### src/rtl/sgc_pkg.sv
package sgc_pkg;

    typedef enum logic [1:0] {
        MODE_CLOSED = 2'b00,
        MODE_OPEN   = 2'b01,
        MODE_TIMED  = 2'b10,
        MODE_RSVD   = 2'b11
    } gate_mode_e;

    typedef enum logic [2:0] {
        PH_IDLE,
        PH_OPEN,
        PH_WAIT,
        PH_WIN,
        PH_DONE
    } gate_phase_e;

    typedef struct packed {
        logic gate_open;
        logic win_done;
        logic clear;
    } gate_ctl_t;

    typedef struct packed {
        logic rise;
        logic level;
    } pin_state_t;

    localparam int REG_W = 4;

    function automatic logic mode_is_active(input logic [1:0] m);
        return (m == MODE_OPEN) || (m == MODE_TIMED);
    endfunction

endpackage

### src/rtl/sgc_input_sync.sv
module sgc_input_sync
    import sgc_pkg::*;
#(
    parameter int STAGES = 2
) (
    input  logic       clk,
    input  logic       rst,
    input  logic       pin,
    output pin_state_t state
);
    logic [STAGES-1:0] sync_q;
    logic              prev_q;

    always_ff @(posedge clk) begin
        if (rst) begin
            sync_q <= '0;
            prev_q <= 1'b0;
        end else begin
            sync_q <= {sync_q[STAGES-2:0], pin};
            prev_q <= sync_q[STAGES-1];
        end
    end

    always_comb begin
        state.level = sync_q[STAGES-1];
        state.rise  = sync_q[STAGES-1] & ~prev_q;
    end
endmodule

### src/rtl/sgc_gate_seq.sv
module sgc_gate_seq
    import sgc_pkg::*;
#(
    parameter int DELAY_TICKS  = 27,
    parameter int WINDOW_TICKS = 27
) (
    input  logic       clk,
    input  logic       rst,
    input  logic       clk_stop,
    input  logic       wr_en,
    input  logic [1:0] wr_mode,
    input  logic       tick,
    output logic [1:0] mode,
    output gate_ctl_t  ctl,
    output logic       bias_en
);
    localparam int MAX_TICKS = (DELAY_TICKS > WINDOW_TICKS) ? DELAY_TICKS : WINDOW_TICKS;
    localparam int TCNT_W    = $clog2(MAX_TICKS + 1);
    localparam logic [TCNT_W-1:0] DELAY_LAST  = TCNT_W'(DELAY_TICKS - 1);
    localparam logic [TCNT_W-1:0] WINDOW_LAST = TCNT_W'(WINDOW_TICKS - 1);

    logic [1:0]        mode_q;
    gate_phase_e       phase_q;
    logic [TCNT_W-1:0] tcnt_q;
    logic              wr_ok;

    assign wr_ok = wr_en && !clk_stop;

    always_ff @(posedge clk) begin
        if (rst || clk_stop) begin
            mode_q  <= MODE_CLOSED;
            phase_q <= PH_IDLE;
            tcnt_q  <= '0;
        end else if (wr_ok) begin
            mode_q <= wr_mode;
            tcnt_q <= '0;
            case (wr_mode)
                MODE_OPEN:  phase_q <= PH_OPEN;
                MODE_TIMED: phase_q <= PH_WAIT;
                default:    phase_q <= PH_IDLE;
            endcase
        end else if (tick) begin
            case (phase_q)
                PH_WAIT: begin
                    if (tcnt_q == DELAY_LAST) begin
                        phase_q <= PH_WIN;
                        tcnt_q  <= '0;
                    end else begin
                        tcnt_q <= tcnt_q + 1'b1;
                    end
                end
                PH_WIN: begin
                    if (tcnt_q == WINDOW_LAST) begin
                        phase_q <= PH_DONE;
                        tcnt_q  <= '0;
                    end else begin
                        tcnt_q <= tcnt_q + 1'b1;
                    end
                end
                default: tcnt_q <= tcnt_q;
            endcase
        end
    end

    always_comb begin
        ctl.gate_open = (phase_q == PH_OPEN) || (phase_q == PH_WIN);
        ctl.win_done  = (phase_q == PH_DONE);
        ctl.clear     = wr_ok && mode_is_active(wr_mode);
        mode          = mode_q;
        bias_en       = mode_is_active(mode_q);
    end

    // a clock-stop request leaves the block closed and unbiased
    a_r4_stop_closes: assert property (@(posedge clk) disable iff (rst)
        clk_stop |=> (mode == MODE_CLOSED) && !bias_en);

    // a finished window stays finished until rewritten
    a_r7_done_holds: assert property (@(posedge clk) disable iff (rst)
        (phase_q == PH_DONE && !wr_en && !clk_stop) |=> (phase_q == PH_DONE));
endmodule

### src/rtl/sgc_counter.sv
module sgc_counter
    import sgc_pkg::*;
#(
    parameter int CNT_W = 16
) (
    input  logic             clk,
    input  logic             rst,
    input  gate_ctl_t        ctl,
    input  pin_state_t       pin,
    output logic [CNT_W-1:0] count
);
    logic [CNT_W-1:0] cnt_q;
    logic             open_q;
    logic             open_edge;
    logic             close_edge;
    logic             inc;

    always_comb begin
        open_edge  = ctl.gate_open && !open_q;
        close_edge = !ctl.gate_open && open_q && ctl.win_done;
        inc        = (ctl.gate_open && pin.rise)
                   || ((open_edge || close_edge) && pin.level);
    end

    always_ff @(posedge clk) begin
        if (rst) begin
            cnt_q  <= '0;
            open_q <= 1'b0;
        end else if (ctl.clear) begin
            cnt_q  <= '0;
            open_q <= 1'b0;
        end else begin
            open_q <= ctl.gate_open;
            if (inc) cnt_q <= cnt_q + 1'b1;
        end
    end

    assign count = cnt_q;

    // the maximum value rolls over to zero
    a_r6_wrap: assert property (@(posedge clk) disable iff (rst)
        (cnt_q == '1 && inc && !ctl.clear) |=> (cnt_q == '0));

    // at most one step per clock
    a_r10_single_step: assert property (@(posedge clk) disable iff (rst)
        1'b1 |=> (cnt_q == $past(cnt_q)) || (cnt_q == $past(cnt_q) + 1'b1) || (cnt_q == '0));
endmodule

### src/rtl/sync_gate_counter.sv
module sync_gate_counter
    import sgc_pkg::*;
#(
    parameter int CNT_W        = 16,
    parameter int DELAY_TICKS  = 27,
    parameter int WINDOW_TICKS = 27,
    parameter int SYNC_STAGES  = 2
) (
    input  logic             clk,
    input  logic             rst,
    input  logic             clk_stop_req,
    input  logic             reg_wr_en,
    input  logic [3:0]       reg_wr_data,
    output logic [3:0]       reg_rd_data,
    input  logic             pulse_in,
    input  logic             tick,
    output logic [CNT_W-1:0] count,
    output logic             bias_en
);
    logic [1:0] mode;
    gate_ctl_t  ctl;
    pin_state_t pin;

    sgc_input_sync #(.STAGES(SYNC_STAGES)) u_sync (
        .clk   (clk),
        .rst   (rst),
        .pin   (pulse_in),
        .state (pin)
    );

    sgc_gate_seq #(.DELAY_TICKS(DELAY_TICKS), .WINDOW_TICKS(WINDOW_TICKS)) u_seq (
        .clk      (clk),
        .rst      (rst),
        .clk_stop (clk_stop_req),
        .wr_en    (reg_wr_en),
        .wr_mode  (reg_wr_data[1:0]),
        .tick     (tick),
        .mode     (mode),
        .ctl      (ctl),
        .bias_en  (bias_en)
    );

    sgc_counter #(.CNT_W(CNT_W)) u_cnt (
        .clk   (clk),
        .rst   (rst),
        .ctl   (ctl),
        .pin   (pin),
        .count (count)
    );

    assign reg_rd_data = {{(REG_W-2){1'b0}}, mode};

    // a closed or reserved mode holds the count
    a_r3_frozen: assert property (@(posedge clk) disable iff (rst)
        (!reg_wr_en && !mode_is_active(reg_rd_data[1:0])) |=> $stable(count));

    // writing an active code restarts with a cleared count
    a_r9_restart_clears: assert property (@(posedge clk) disable iff (rst)
        (reg_wr_en && !clk_stop_req && mode_is_active(reg_wr_data[1:0])) |=> (count == '0));
endmodule

### config.mk
export PLATFORM = sky130hd
export DESIGN_NAME = sync_gate_counter
export DESIGN_NICKNAME = d
export VERILOG_FILES = /design/src/rtl/sgc_pkg.sv /design/src/rtl/sgc_input_sync.sv /design/src/rtl/sgc_gate_seq.sv /design/src/rtl/sgc_counter.sv /design/src/rtl/sync_gate_counter.sv
export SDC_FILE = /design/constraint.sdc
export NUM_CORES = 1
export LEC_CHECK = 0
export CAP_MARGIN = 20
export CORE_MARGIN = 5
export CORE_UTILIZATION = 41
export DETAILED_ROUTE_END_ITERATION = 12
export DONT_BUFFER_PORTS = 1
export HOLD_SLACK_MARGIN = 0.15
export SKIP_LAST_GASP = 1
export SYNTH_ARGS = -nofsm -noshare
export SYNTH_HDL_FRONTEND = slang
export SYNTH_HIERARCHICAL = 1
export SYNTH_SLANG_ARGS = --single-unit
### constraint.sdc
create_clock -name clk -period 1.5 [get_ports clk]
set_input_delay 0.3 -clock clk [delete_from_list [all_inputs] [get_ports clk]]
set_output_delay 0.3 -clock clk [all_outputs]
set_load 0.005 [all_outputs]
==> results_tabular.tex <==
\begin{tabular}{lr}
\hline
Metric & Value \\
\hline
\multicolumn{2}{l}{\textbf{Setup path}} \\
Cells on worst reg2reg path & 5 \\
CP Launch Type & register \\
Startpoint of the worst-slack reg-to-reg timing path & u\_seq/phase\_q[0] \\
Maximum fanout encountered on the critical timing path & 6 \\
Required time reported for the critical path endpoint & 1.71 ns \\
Reg2Reg Setup Slack & -0.03 ns \\
R2r endpoint & u\_cnt/count[3] \\
Worst setup path class & reg2reg \\
Arr. time, crit path & 1.74 ns \\
Beginning of the critical path & u\_seq/phase\_q[0] \\
Critical path endpoint category & register \\
Critical path endpoint & u\_cnt/count[3] \\
\multicolumn{2}{l}{\textbf{Floorplan}} \\
Cell Rows & 23 \\
Number of top-level pins & 31 \\
Die area & 5570 um\^{}2 \\
Initial Utilization & 42.5\% \\
Die X-Extent & 74.6 um \\
Floorplan Core Area & 4030 um\^{}2 \\
Die H & 74.6 um \\
\multicolumn{2}{l}{\textbf{Final layout}} \\
Storage element area & 607 um\^{}2 \\
Count of fill cells added during filler insertion & 356 \\
Final net count & 230 \\
Post-layout instance count excluding filler cells & 265 \\
Area of the multi-input gates & 1110 um\^{}2 \\
Layout-stage area growth over the synthesis result & 24.2\% \\
Share of post-route cells with drive strength above 1 & 28.4\% \\
Antenna diode instance count & 0 \\
\multicolumn{2}{l}{\textbf{Synthesis}} \\
Warnings, synthesis & 6 \\
Simple logic cell fraction of the synthesized area & 29.2\% \\
Number of cells produced by synthesis & 185 \\
Proportion of synthesized chip area in sequential cells & 35.1\% \\
Number of flip-flops and latches in the synthesized netlist & 30 \\
Fraction of synthesized cell area taken by the top area cell type & 35.1\% \\
Multiplexer share of the synthesized area & 8.77\% \\
Adder and majority gate portion of the synthesized area & 3.65\% \\
Proportion of register bits with asynchronous set or reset after synthesis & 0\% \\
Xor/xnor cell area share of the yosys netlist & 0.512\% \\
Number of enable flip-flop cells after synthesis & 0 \\
Mean instance size in the synthesized netlist & 9.25 um\^{}2 \\
Area contributors post-synth & dfxtp\_1, mux2i\_1, nand2\_1, or3\_1, ha\_1 \\
Commonest register cell after synthesis & dfxtp\_1 \\
Distinct cells, synth & 49 \\
Cell taking the most area after synthesis & dfxtp\_1 \\
Mapped cell area & 1710 um\^{}2 \\
Synth Area in Compound Gates & 17.7\% \\
Combinational family with the most area after synthesis & simple AND/OR/NAND/NOR gates \\
\multicolumn{2}{l}{\textbf{Routing}} \\
Number of DRC violations after detailed-routing iteration 0 & 87 \\
Remaining antenna violation count & 0 \\
Remaining design rule violation count & 0 \\
WL final & 4190 um \\
Vias post-DR & 1551 \\
Number of search-and-repair iterations in the first detailed-routing pass & 4 \\
Vias per cell & 5.85 \\
Routed length per instance & 15.8 um \\
\multicolumn{2}{l}{\textbf{Pwr}} \\
Reported leakage power & 0.815 nW \\
Fraction of power consumed by sequential logic & 53.8\% \\
Share of total power in the clock network & 39.4\% \\
Logic gate share of total power & 6.8\% \\
Areal power density over the cells & 710 nW/um\^{}2 \\
Switching power & 0.339 mW \\
VDD IR max & 0.440 mV \\
Int Pwr & 1.17 mW \\
Switching power as a share of total power & 22.4\% \\
Total power & 1.51 mW \\
\multicolumn{2}{l}{\textbf{GRT}} \\
Vias in the first global route & 1489 \\
Largest net degree at the start of global routing & 17 \\
Antenna violations before repair & 0 \\
Total gr overflow & 0 \\
Wire length of the first global-routing pass & 6730 um \\
Overall fraction of global-route tracks in use & 15.5\% \\
\multicolumn{2}{l}{\textbf{Placement}} \\
Inst Count DP & 248 \\
Final estimated routing congestion in global placement & 0.803 \\
Port Buffer Count & 0 \\
Worst slack at placement & -0.268 ns \\
Detailed placer's ending HPWL & 2800 um \\
\multicolumn{2}{l}{\textbf{Clocking}} \\
Sink count of the clock tree & 30 \\
Number of buffers added by the clock tree synthesis step & 5 \\
Clock latency on the worst-skew pair & 0.28 ns \\
Root buffer cell & clkbuf\_8 \\
Buffer depth of the longest clock path & 2 \\
Clock tree from TritonCTS & done \\
\# H-tree levels & 2 \\
Clock Pin Slew Worst Setup and Hold Paths & 0.06 ns \\
\multicolumn{2}{l}{\textbf{Timing}} \\
Number of pins exceeding their max-slew limit in the final report & 0 \\
Relative slew slack & 59.0\% \\
Clock Skews & 0.00264 ns \\
Hold violation count in the final report & 0 \\
Final WS setup & -0.0315 ns \\
RSZ-0062 raised after global routing & yes \\
Smallest hold slack & 0.197 ns \\
Min cycle time layout & 1.53 ns \\
Period Utilization, post-route & 102\% \\
Worst-Margin Slew & 0.615 ns \\
Final setup fails & 4 \\
Highest achievable clock rate & 653 MHz \\
\multicolumn{2}{l}{\textbf{Run}} \\
Max-cap violations & 0 \\
\multicolumn{2}{l}{\textbf{Outcome}} \\
Violated checks & setup timing \\
Run status & complete, but fails checks \\
\multicolumn{2}{l}{\textbf{Hold path}} \\
Number of cells on the worst hold path & 2 \\
Min-delay worst type & in2reg \\
\hline
\end{tabular}
per-layer routing:
metal,wire length [um],track usage [%]
met1,1820,19.1
met2,2080,25.2
met3,214,5.34
met4,71,5.34
met5,0,0
registers in the layout (all words and copies together) (netlist names):
name and cells:
u_sync/sync_q 2, u_seq/tcnt_q 5, u_cnt/open_q 1, u_seq/mode 2, u_cnt/count 16, u_seq/phase_q 3, u_sync/prev_q 1
power groups by stage:
stage	sequential [mW]	combinational, mW	clock (mW)
floorplan	0.827	0.0707	0
CTS	0.811	0.0948	0.617
global route	0.812	0.114	0.637
global placement	0.827	0.0819	0
finish	0.812	0.103	0.595
detailed placement	0.828	0.0858	0
final cells by class:
cell class	instances	area share, %
multi-input combinational	143	52.4
sequential	30	28.5
timing repair buffer	31	11.8
clock buffer	7	3.59
tap	50	2.94
inverter	4	0.706
worst max-delay path, stage by stage, from the launching register on:
cell      delay (ns)
dfxtp_2         0.34
nor3b_4         0.24
nand4b_4        0.23
buf_6           0.20
a2111o_1        0.38
o21ai_1         0.08
logic make-up (layout without fill, tap and decap cells):
family                   Yosys count  count (layout)
AND/OR/NAND/NOR                   83              83
AO/OA/AOI/OAI                     36              37
flip-flops                        30              30
multiplexers                      15              15
buffers and inverters             14              42
adder cells (fa/ha/maj)            5               5
other                              1               2
XOR/XNOR                           1               1
per-stage QoR:
step | utilization (%) | TNS [ns] | instance area [um^2]
2_1_floorplan | - | 0 | 1720
3_3_place_gp | 46.7 | -2.94 | 1880
3_5_place_dp | 46.7 | -3.41 | 1880
4_1_cts | 50.2 | -0.206 | 2020
5_1_grt | 52.8 | -0.694 | 2130
6_report | 52.8 | -0.0696 | 2130
cells in the final DEF, fill, tap and decap left out, types with 3 or more instances in the layout:
master         count
buf_6              3
inv_1              4
a311oi_1           3
nor2_1             3
buf_4             25
nand4_1            3
nor3_1             3
clkbuf_8           5
or3_1             13
nor2b_4            3
a21oi_1           10
mux2i_1           15
nor2b_1            4
nand3_1           12
dlygate4sd3_1      3
ha_1               5
dfxtp_1           25
dfxtp_2            5
nand2_1           22
cell usage after synthesis, drive strengths merged, types with 3 or more instances:
| cell | n |
|---|---|
| dfxtp | 30 |
| nand2 | 23 |
| mux2i | 15 |
| or3 | 13 |
| a21oi | 12 |
| nand3 | 12 |
| nor2b | 7 |
| buf | 6 |
| ha | 5 |
| o21ai | 5 |
| a211oi | 4 |
| clkbuf | 4 |
| inv | 4 |
| nand4 | 4 |
| nor2 | 4 |
| a311oi | 3 |
| and4 | 3 |
| nor3 | 3 |
worst min path at each step:
stage          from               end  slack, ns
2_1_floorplan   rst     u_sync/prev_q       0.37
3_3_place_gp    rst     u_sync/prev_q       0.38
3_5_place_dp    rst  u_sync/sync_q[0]       0.38
4_1_cts         rst    u_cnt/count[7]       0.19
5_1_grt         rst   u_cnt/count[12]       0.19
6_report        rst   u_cnt/count[12]       0.20
what timing repair did:
action / 4_1_cts / 5_1_grt
hold buffers: 3 / 0
buffers inserted: 1 / 5
hold endpoints to repair: 5 / 0
gates resized for setup: 6 / 16
setup endpoints to repair: 9 / 16
pin swaps: 5 / 7
cloned: 0 / 1
(Power assumes the default switching activity.)
